--- src/rtl/irq_resolver.sv ---
module irq_resolver #(
  parameter int          NM   = 15,
  parameter logic [15:0] VTOP = 16'hFFF2,
  parameter logic [15:0] VPIN = 16'hFFF4,
  parameter logic [15:0] VSWI = 16'hFFF6,
  parameter logic [15:0] VILL = 16'hFFF8,
  localparam int SW = $clog2(NM + 1),
  localparam int IW = $clog2(NM + 3)
) (
  input  logic          clk,
  input  logic          rst_n,
  input  logic [NM-1:0] irq_req,
  input  logic          pin_req,
  input  logic          illop_req,
  input  logic          swi_req,
  input  logic [SW-1:0] prom_sel,
  input  logic          mask_wr,
  input  logic          mask_wr_i,
  input  logic          mask_wr_x,
  input  logic          svc,
  output logic          win_valid,
  output logic [IW-1:0] win_id,
  output logic [15:0]   win_vec,
  output logic          i_mask,
  output logic          x_mask
);

  localparam logic [IW-1:0] ID_PIN = IW'(NM);
  localparam logic [IW-1:0] ID_ILL = IW'(NM + 1);
  localparam logic [IW-1:0] ID_SWI = IW'(NM + 2);

  logic [NM-1:0] act, promo_oh;
  logic [IW-1:0] fix_id, pro_id, m_id, nx_id;
  logic          prom_hit, pin_ok, nx_found;
  logic [15:0]   nx_vec;

  assign act = irq_req & {NM{~i_mask}};

  for (genvar g = 0; g < NM; g++) begin : g_promo
    assign promo_oh[g] = (prom_sel == SW'(g));
  end

  assign prom_hit = |(promo_oh & act);

  always_comb begin
    fix_id = '0;
    for (int k = NM - 1; k >= 0; k--)
      if (act[k]) fix_id = IW'(k);
  end

  always_comb begin
    pro_id = '0;
    for (int k = 0; k < NM; k++)
      if (promo_oh[k]) pro_id = IW'(k);
  end

  assign m_id   = prom_hit ? pro_id : fix_id;
  assign pin_ok = pin_req & ~x_mask;

  always_comb begin
    nx_found = 1'b1;
    if (pin_ok)         nx_id = ID_PIN;
    else if (illop_req) nx_id = ID_ILL;
    else if (swi_req)   nx_id = ID_SWI;
    else if (|act)      nx_id = m_id;
    else begin
      nx_id    = '0;
      nx_found = 1'b0;
    end
  end

  always_comb begin
    if (!nx_found)            nx_vec = '0;
    else if (nx_id == ID_PIN) nx_vec = VPIN;
    else if (nx_id == ID_ILL) nx_vec = VILL;
    else if (nx_id == ID_SWI) nx_vec = VSWI;
    else                      nx_vec = VTOP - (16'(nx_id) << 1);
  end

  always_ff @(posedge clk) begin
    if (!rst_n) begin
      win_valid <= 1'b0;
      win_id    <= '0;
      win_vec   <= '0;
      i_mask    <= 1'b1;
      x_mask    <= 1'b1;
    end else begin
      if (mask_wr) begin
        i_mask <= mask_wr_i;
        if (!mask_wr_x) x_mask <= 1'b0;
      end
      if (svc) begin
        win_valid <= nx_found;
        win_id    <= nx_id;
        win_vec   <= nx_vec;
        if (nx_found) begin
          i_mask <= 1'b1;
          if (nx_id == ID_PIN) x_mask <= 1'b1;
        end
      end
    end
  end

endmodule

--- config.mk ---
export PLATFORM = sky130hd
export DESIGN_NAME = irq_resolver
export DESIGN_NICKNAME = d
export VERILOG_FILES = /design/src/rtl/irq_resolver.sv
export SDC_FILE = /design/constraint.sdc
export NUM_CORES = 1
export LEC_CHECK = 0
export ABC_AREA = 0
export BUFFER_PORTS_ARGS = -buffer_cell sky130_fd_sc_hd__buf_2
export CORE_MARGIN = 1
export CORE_UTILIZATION = 52
export CTS_CLUSTER_DIAMETER = 50
export DETAILED_ROUTE_END_ITERATION = 10
export PLACE_DENSITY = 0.85
export SYNTH_ARGS = -nofsm -noshare
export SYNTH_HDL_FRONTEND = slang
export SYNTH_SLANG_ARGS = --single-unit
--- constraint.sdc ---
create_clock -name clk -period 5.18 [get_ports clk]
set_input_delay 0.518 -clock clk [delete_from_list [all_inputs] [get_ports clk]]
set_output_delay 0.518 -clock clk [all_outputs]
set_load 0.005 [all_outputs]
==> results.toml, run 1 <==
[sta]
fmax_mhz = 399
fin_worst_skew_ns = 0.00285
setup_slack_ns = 2.68
finalCritPeriodShare_pct = 48.4
final_max_slew_viol_count = 0
min_period_ns = 2.50
setup_tns_ns = 0
finalHoldViolCount = 0
worst_slew_pin_slew_ns = 0.725
finalSetupViolations = 0
slew_headroom_pct = 51.5
rsz0062_at_grt = "no"

[clocking]
clk-insertion-delay-late_ns = 0.28
cts_root_buffer = "clkbuf_4"
clock-sinks = 14
htreeDepth = 1
cts_hold_buf = 0
clockBufferDepth = 2
postCtsSetupBuffers = 0
cts_tree = "done"
numCtsBuffers = 3
post_cts_resized = 0
clk_pin_slew_worst_paths_ns = 0.08

[layout]
drive_above_1_share_pct = 40.4
fin_util_pct = 65.7
instances_no_fill = 216
final_nets = 218
antennaDiodeCount = 0
seq_area_um2 = 280
syn2layout_area_growth_pct = 16.9
final_cell_area_um2 = 1480
nFillCells = 206
multi_input_area_um2 = 850

[grt]
antenna_found_initial = 0
grt_pass1_wl_mm = 4.72
gr-total-overflow = 0
grt_max_degree = 20
track_usage_pct = 23.5
grt_pass1_vias = 1123

[logic_synthesis]
ys_ff_latch = 14
synth-simple-area-share_pct = 24.8
synth_edf_count = 0
synthXorXnorAreaFrac_pct = 0.691
yosys-top-cells-area = "dfxtp_1, buf_4, nor2_1, a21oi_1, nand2b_1"
synth_fa_ha_area_share_pct = 0.987
syn_area_um2 = 1270
synth_compound_area_share_pct = 30.9
async_flop_share_pct = 0
synth_top_family_by_area = "compound AO/OA/AOI/OAI gates"
ys.flop_type = "dfxtp_1"
synth_cell_types = 56
yosysSeqAreaShare_pct = 22.1
synthMuxAreaShare_pct = 9.38
synth_top_area_share_pct = 22.1
synth_area_leader_cell = "dfxtp_1"
syn_nets = 179
syn_inst = 150
synth.avg_cell_area_um2 = 8.45
synth_warnings = 0

[flow_run]
cap_violations = 0

[floorplan]
fp.dieH_um = 51.4
start_util_pct = 56.2
core_area_um2 = 2250
die-area_um2 = 2640
die-width_um = 51.4
num_io_pins = 52
rows = 17

[placed_design]
numPortBuffers = 50
gp_congestion = 0.863
post-place-ws_ns = 2.38
dp_hpwl_mm = 2.30
dp_cells = 212
placed_area_um2 = 1450

[route]
wl_per_cell_um = 13.3
post_drt_via_cell_ratio = 5.69
drt-initial-drc-count = 15
drcViolationCount = 0
drtAntennaViolNets = 0
wl_mm = 2.88
first_pass_iters = 4
num_vias = 1228

[critical_path]
worstSetupEndpointType = "flop"
critPathArrivalTime_ns = 2.69
critPathMaxFanout = 9
crit_required_ns = 5.36
worstRegToRegCells = 9
startpoint_type = "primary input"
crit_type = "primary input to flop"

[power_and_ir_drop]
ir_drop_mv = 0.147
leakagePower_nw = 0.656
power_density_nw_per_um2 = 188

[worst_hold_path]
hp-class = "flop to flop"
hold_depth = 2

[outcome]
status = "complete, no violations"
sequential cells by signal, summed over array words and instances, names as in the netlist:
signal and cells:
win_id 5, win_vec 7, x_mask 1, i_mask 1
cell usage in the layout (no fill, tap or decap), types with 2 or more instances in the layout:
master,Yosys,layout
a21boi_0,2,2
a21oi_1,8,8
a22oi_2,2,2
buf_2,2,50
clkbuf_4,0,3
dfxtp_1,14,14
inv_1,8,8
mux2_4,2,2
mux2i_1,3,3
nand2_1,6,6
nand2b_1,6,6
nand3_1,6,6
nand3b_1,2,2
nor2_1,11,11
nor2b_1,6,6
nor3_1,6,6
nor3b_1,2,2
nor4_2,3,3
o211a_1,2,2
o211ai_1,3,3
o21ai_0,6,6
o21ai_2,2,2
o22a_1,2,2
o31ai_1,2,2
per-stage QoR:
| stage | power [mW] | hold slack [ns] |
|---|---|---|
| after floorplan | 0.175 | 0.462 |
| after global placement | 0.201 | 0.454 |
| after detailed placement | 0.204 | 0.460 |
| after CTS | 0.281 | 0.474 |
| after global routing | 0.298 | 0.480 |
| final | 0.279 | 0.473 |
logic make-up (layout without fill, tap and decap cells):
kind of cell / after synthesis / count (layout)
simple gates: 54 / 54
compound gates: 46 / 46
buf+inv: 24 / 62
flops: 14 / 14
mux: 9 / 9
fa+ha+maj: 1 / 1
other cells: 1 / 1
xor+xnor: 1 / 1
synthesized netlist by cell type, types with 6 or more instances:
cell,instances
a21oi_1,8
inv_1,8
nor2b_1,6
nand3_1,6
nand2_1,6
nor3_1,6
dfxtp_1,14
nor2_1,11
o21ai_0,6
nand2b_1,6
buf_4,10
routing by layer:
| metal | up-vias | routed length [µm] | track usage [%] |
|---|---|---|---|
| met5 | - | 0 | 0 |
| met1 | 565 | 1260 | 28.2 |
| met3 | 7 | 141 | 3.57 |
| met4 | 0 | 46 | 7.66 |
| met2 | 39 | 1440 | 42.0 |
| li1 | 617 | - | - |
worst max-delay path: stages:
cell      delay (ns)
buf_2           0.22
mux4_2          0.53
nand3b_1        0.13
o21a_4          0.17
nand2_4         0.07
mux2i_2         0.23
nor2_2          0.08
ha_1            0.30
a21oi_1         0.16
o32ai_1         0.09
and2_1          0.19
area by class of cell:
class,instances,area share [%]
multi-input combinational,112,57.3
sequential,14,18.9
timing repair buffer,50,16.9
clock buffer,4,2.45
tap,28,2.36
inverter,8,2.03
report_power, final:
group	switching [mW]	leakage [nW]	internal [mW]	total (mW)
Clock	0.0351	0.0210	0.0428	0.0778
Combinational	0.0428	0.520	0.0382	0.0810
Sequential	0.00522	0.116	0.115	0.120
path summary, 6_finish.rpt:
path | end | slack, ns | startpoint
min reg2reg | win_vec[4] | 0.47 | win_vec[4]
min | win_vec[4] | 0.47 | win_vec[4]
max reg2reg | win_vec[3] | 2.70 | i_mask
max | win_vec[3] | 2.68 | prom_sel[0]
Power figures use the tool's default switching activity.
==> run 2, diff against run 1 <==
--- a/config.mk
+++ b/config.mk
@@ -8,10 +8,10 @@
 export ABC_AREA = 0
 export BUFFER_PORTS_ARGS = -buffer_cell sky130_fd_sc_hd__buf_2
 export CORE_MARGIN = 1
-export CORE_UTILIZATION = 52
+export CORE_UTILIZATION = 43
 export CTS_CLUSTER_DIAMETER = 50
 export DETAILED_ROUTE_END_ITERATION = 10
-export PLACE_DENSITY = 0.85
+export PLACE_DENSITY = 0.75
 export SYNTH_ARGS = -nofsm -noshare
 export SYNTH_HDL_FRONTEND = slang
 export SYNTH_SLANG_ARGS = --single-unit
==> constraint.sdc (replaced) <==
create_clock -name clk -period 2 [get_ports clk]
set_input_delay 0.2 -clock clk [delete_from_list [all_inputs] [get_ports clk]]
set_output_delay 0.2 -clock clk [all_outputs]
set_load 0.005 [all_outputs]
==> results.toml, run 2 (synthesis results as in run 1) <==
[outcome]
status = "finished with violations"
failed_checks = "setup timing"

[layout]
nFillCells = 251
largest_reg_flops = 7
reg_top3 = "win_vec x7, win_id x5"
final_nets = 251
syn2layout_area_growth_pct = 40.1
seq_area_um2 = 282
layout_commonest_cell = "buf_2"
regMostFlops = "win_vec"
final_cell_mix = "buf_2, buf_4, dfxtp_1"
antennaDiodeCount = 0
drive_above_1_share_pct = 52.0
multi_input_area_um2 = 891

[critical_path]
startpoint_type = "flop"
crit_required_ns = 2.19
critPathMaxFanout = 4
cp_slowest_stage_delay_ns = 0.35
crit_chain = "or3_4 > a41oi_4 > o311ai_4 > mux2i_2 > nor2_2 > ha_1 > a21oi_2 > o32ai_2 > and2_1"
cp_slowest_cell = "dfxtp_2"
crit_type = "flop to flop"
worstSetupEndpointType = "flop"
critPathArrivalTime_ns = 2.37

[grt]
track_usage_pct = 22.5
grt_max_degree = 20
grt_pass1_vias = 1263
antenna_found_initial = 0
gr-total-overflow = 0
grt_pass1_wl_mm = 5.66

[floorplan]
die-area_um2 = 3170
fp.dieH_um = 56.3
die-width_um = 56.3
start_util_pct = 45.6
rows = 19
num_io_pins = 52
core_area_um2 = 2780

[power_and_ir_drop]
leakagePower_nw = 0.816
power.total_mw = 0.777
power_density_nw_per_um2 = 437
ir_drop_mv = 0.638

[sta]
holdWs_ns = 0.148
fin_worst_skew_ns = 0.00756
finalHoldViolCount = 0
worst_slew_pin_slew_ns = 0.548
setup_slack_ns = -0.174
rsz0062_at_grt = "yes"
final_max_slew_viol_count = 0
min_period_ns = 2.17
finalSetupViolations = 2
finalCritPeriodShare_pct = 109
slew_headroom_pct = 63.0
fmax_mhz = 460

[placed_design]
post-place-ws_ns = -0.279
numPortBuffers = 50
gp_congestion = 0.864
dp_hpwl_mm = 2.68

[clocking]
clk-insertion-delay-late_ns = 0.29
numCtsBuffers = 3
clockBufferDepth = 2
clock-sinks = 14
cts_root_buffer = "clkbuf_4"
clk_pin_slew_worst_paths_ns = 0.09
cts_tree = "done"
htreeDepth = 1
cts_hold_buf = 0

[route]
wl_mm = 3.37
drtAntennaViolNets = 0
drt-initial-drc-count = 33
wl_per_cell_um = 13.4
post_drt_via_cell_ratio = 5.33
drcViolationCount = 0
first_pass_iters = 4
num_vias = 1342

[worst_hold_path]
hp-class = "primary input to flop"

[flow_run]
cap_violations = 0
==> run 2: cell types whose count changed in the layout (fill, tap and decap cells not counted), sizes merged <==
cell	change
buf	+33
==> run 2: through the flow <==
stage	setup TNS, ns	cell area, µm²	util (%)	cells
floorplan	-0.105	1280	-	150
global placement	-0.393	1700	61.0	247
detailed placement	-0.504	1700	61.0	247
CTS	-0.129	1750	63.0	251
global route	-0.370	1780	63.8	252
finish	-0.257	1780	63.8	252
==> run 2: worst paths after layout <==
kind,start,endpoint,slack [ns],depth (start not counted)
setup reg to reg,i_mask,win_vec[3],-0.17,9
setup / recovery,i_mask,win_vec[3],-0.17,9
hold / removal,mask_wr_i,i_mask,0.15,3
hold reg to reg,win_vec[4],win_vec[4],0.48,2
==> run 2: area by class of cell <==
type / instances / share of cell area [%]
Multi-Input combinational cell: 112 / 50.2
Tap cell: 31 / 2.18
Timing Repair Buffer: 83 / 28.0
Sequential cell: 14 / 15.9
Inverter: 8 / 1.69
Clock buffer: 4 / 2.04
==> run 2: what timing repair did <==
item / in CTS / in global routing
pin swaps: 4 / 1
setup endpoints to repair: 2 / 2
gates cloned: 0 / 0
gates resized for setup: 3 / 3
buffers inserted: 0 / 1
==> run 2: worst max-delay path, delay by kind of cell (launching register included) <==
kind | cells | cell delay [ns]
DFF | 1 | 0.35
adders and majority gates | 1 | 0.29
muxes | 1 | 0.22
AOI/OAI and AO/OA | 4 | 0.66
and+or+nand+nor | 3 | 0.55
==> run 2: where the power goes <==
group	switching (mW)	internal [mW]	total [mW]	leakage, nW
registers	0.0118	0.298	0.310	0.115
clock network	0.0945	0.111	0.205	0.0210
logic	0.127	0.134	0.261	0.680
total	0.233	0.543	0.777	0.816
==> run 2: metal layers <==
| metal | wire length [µm] | global-route usage, % |
|---|---|---|
| met1 | 1540 | 29.8 |
| met4 | 44 | 8.36 |
| met2 | 1610 | 36.4 |
| met3 | 173 | 3.92 |
| met5 | 0 | 0 |
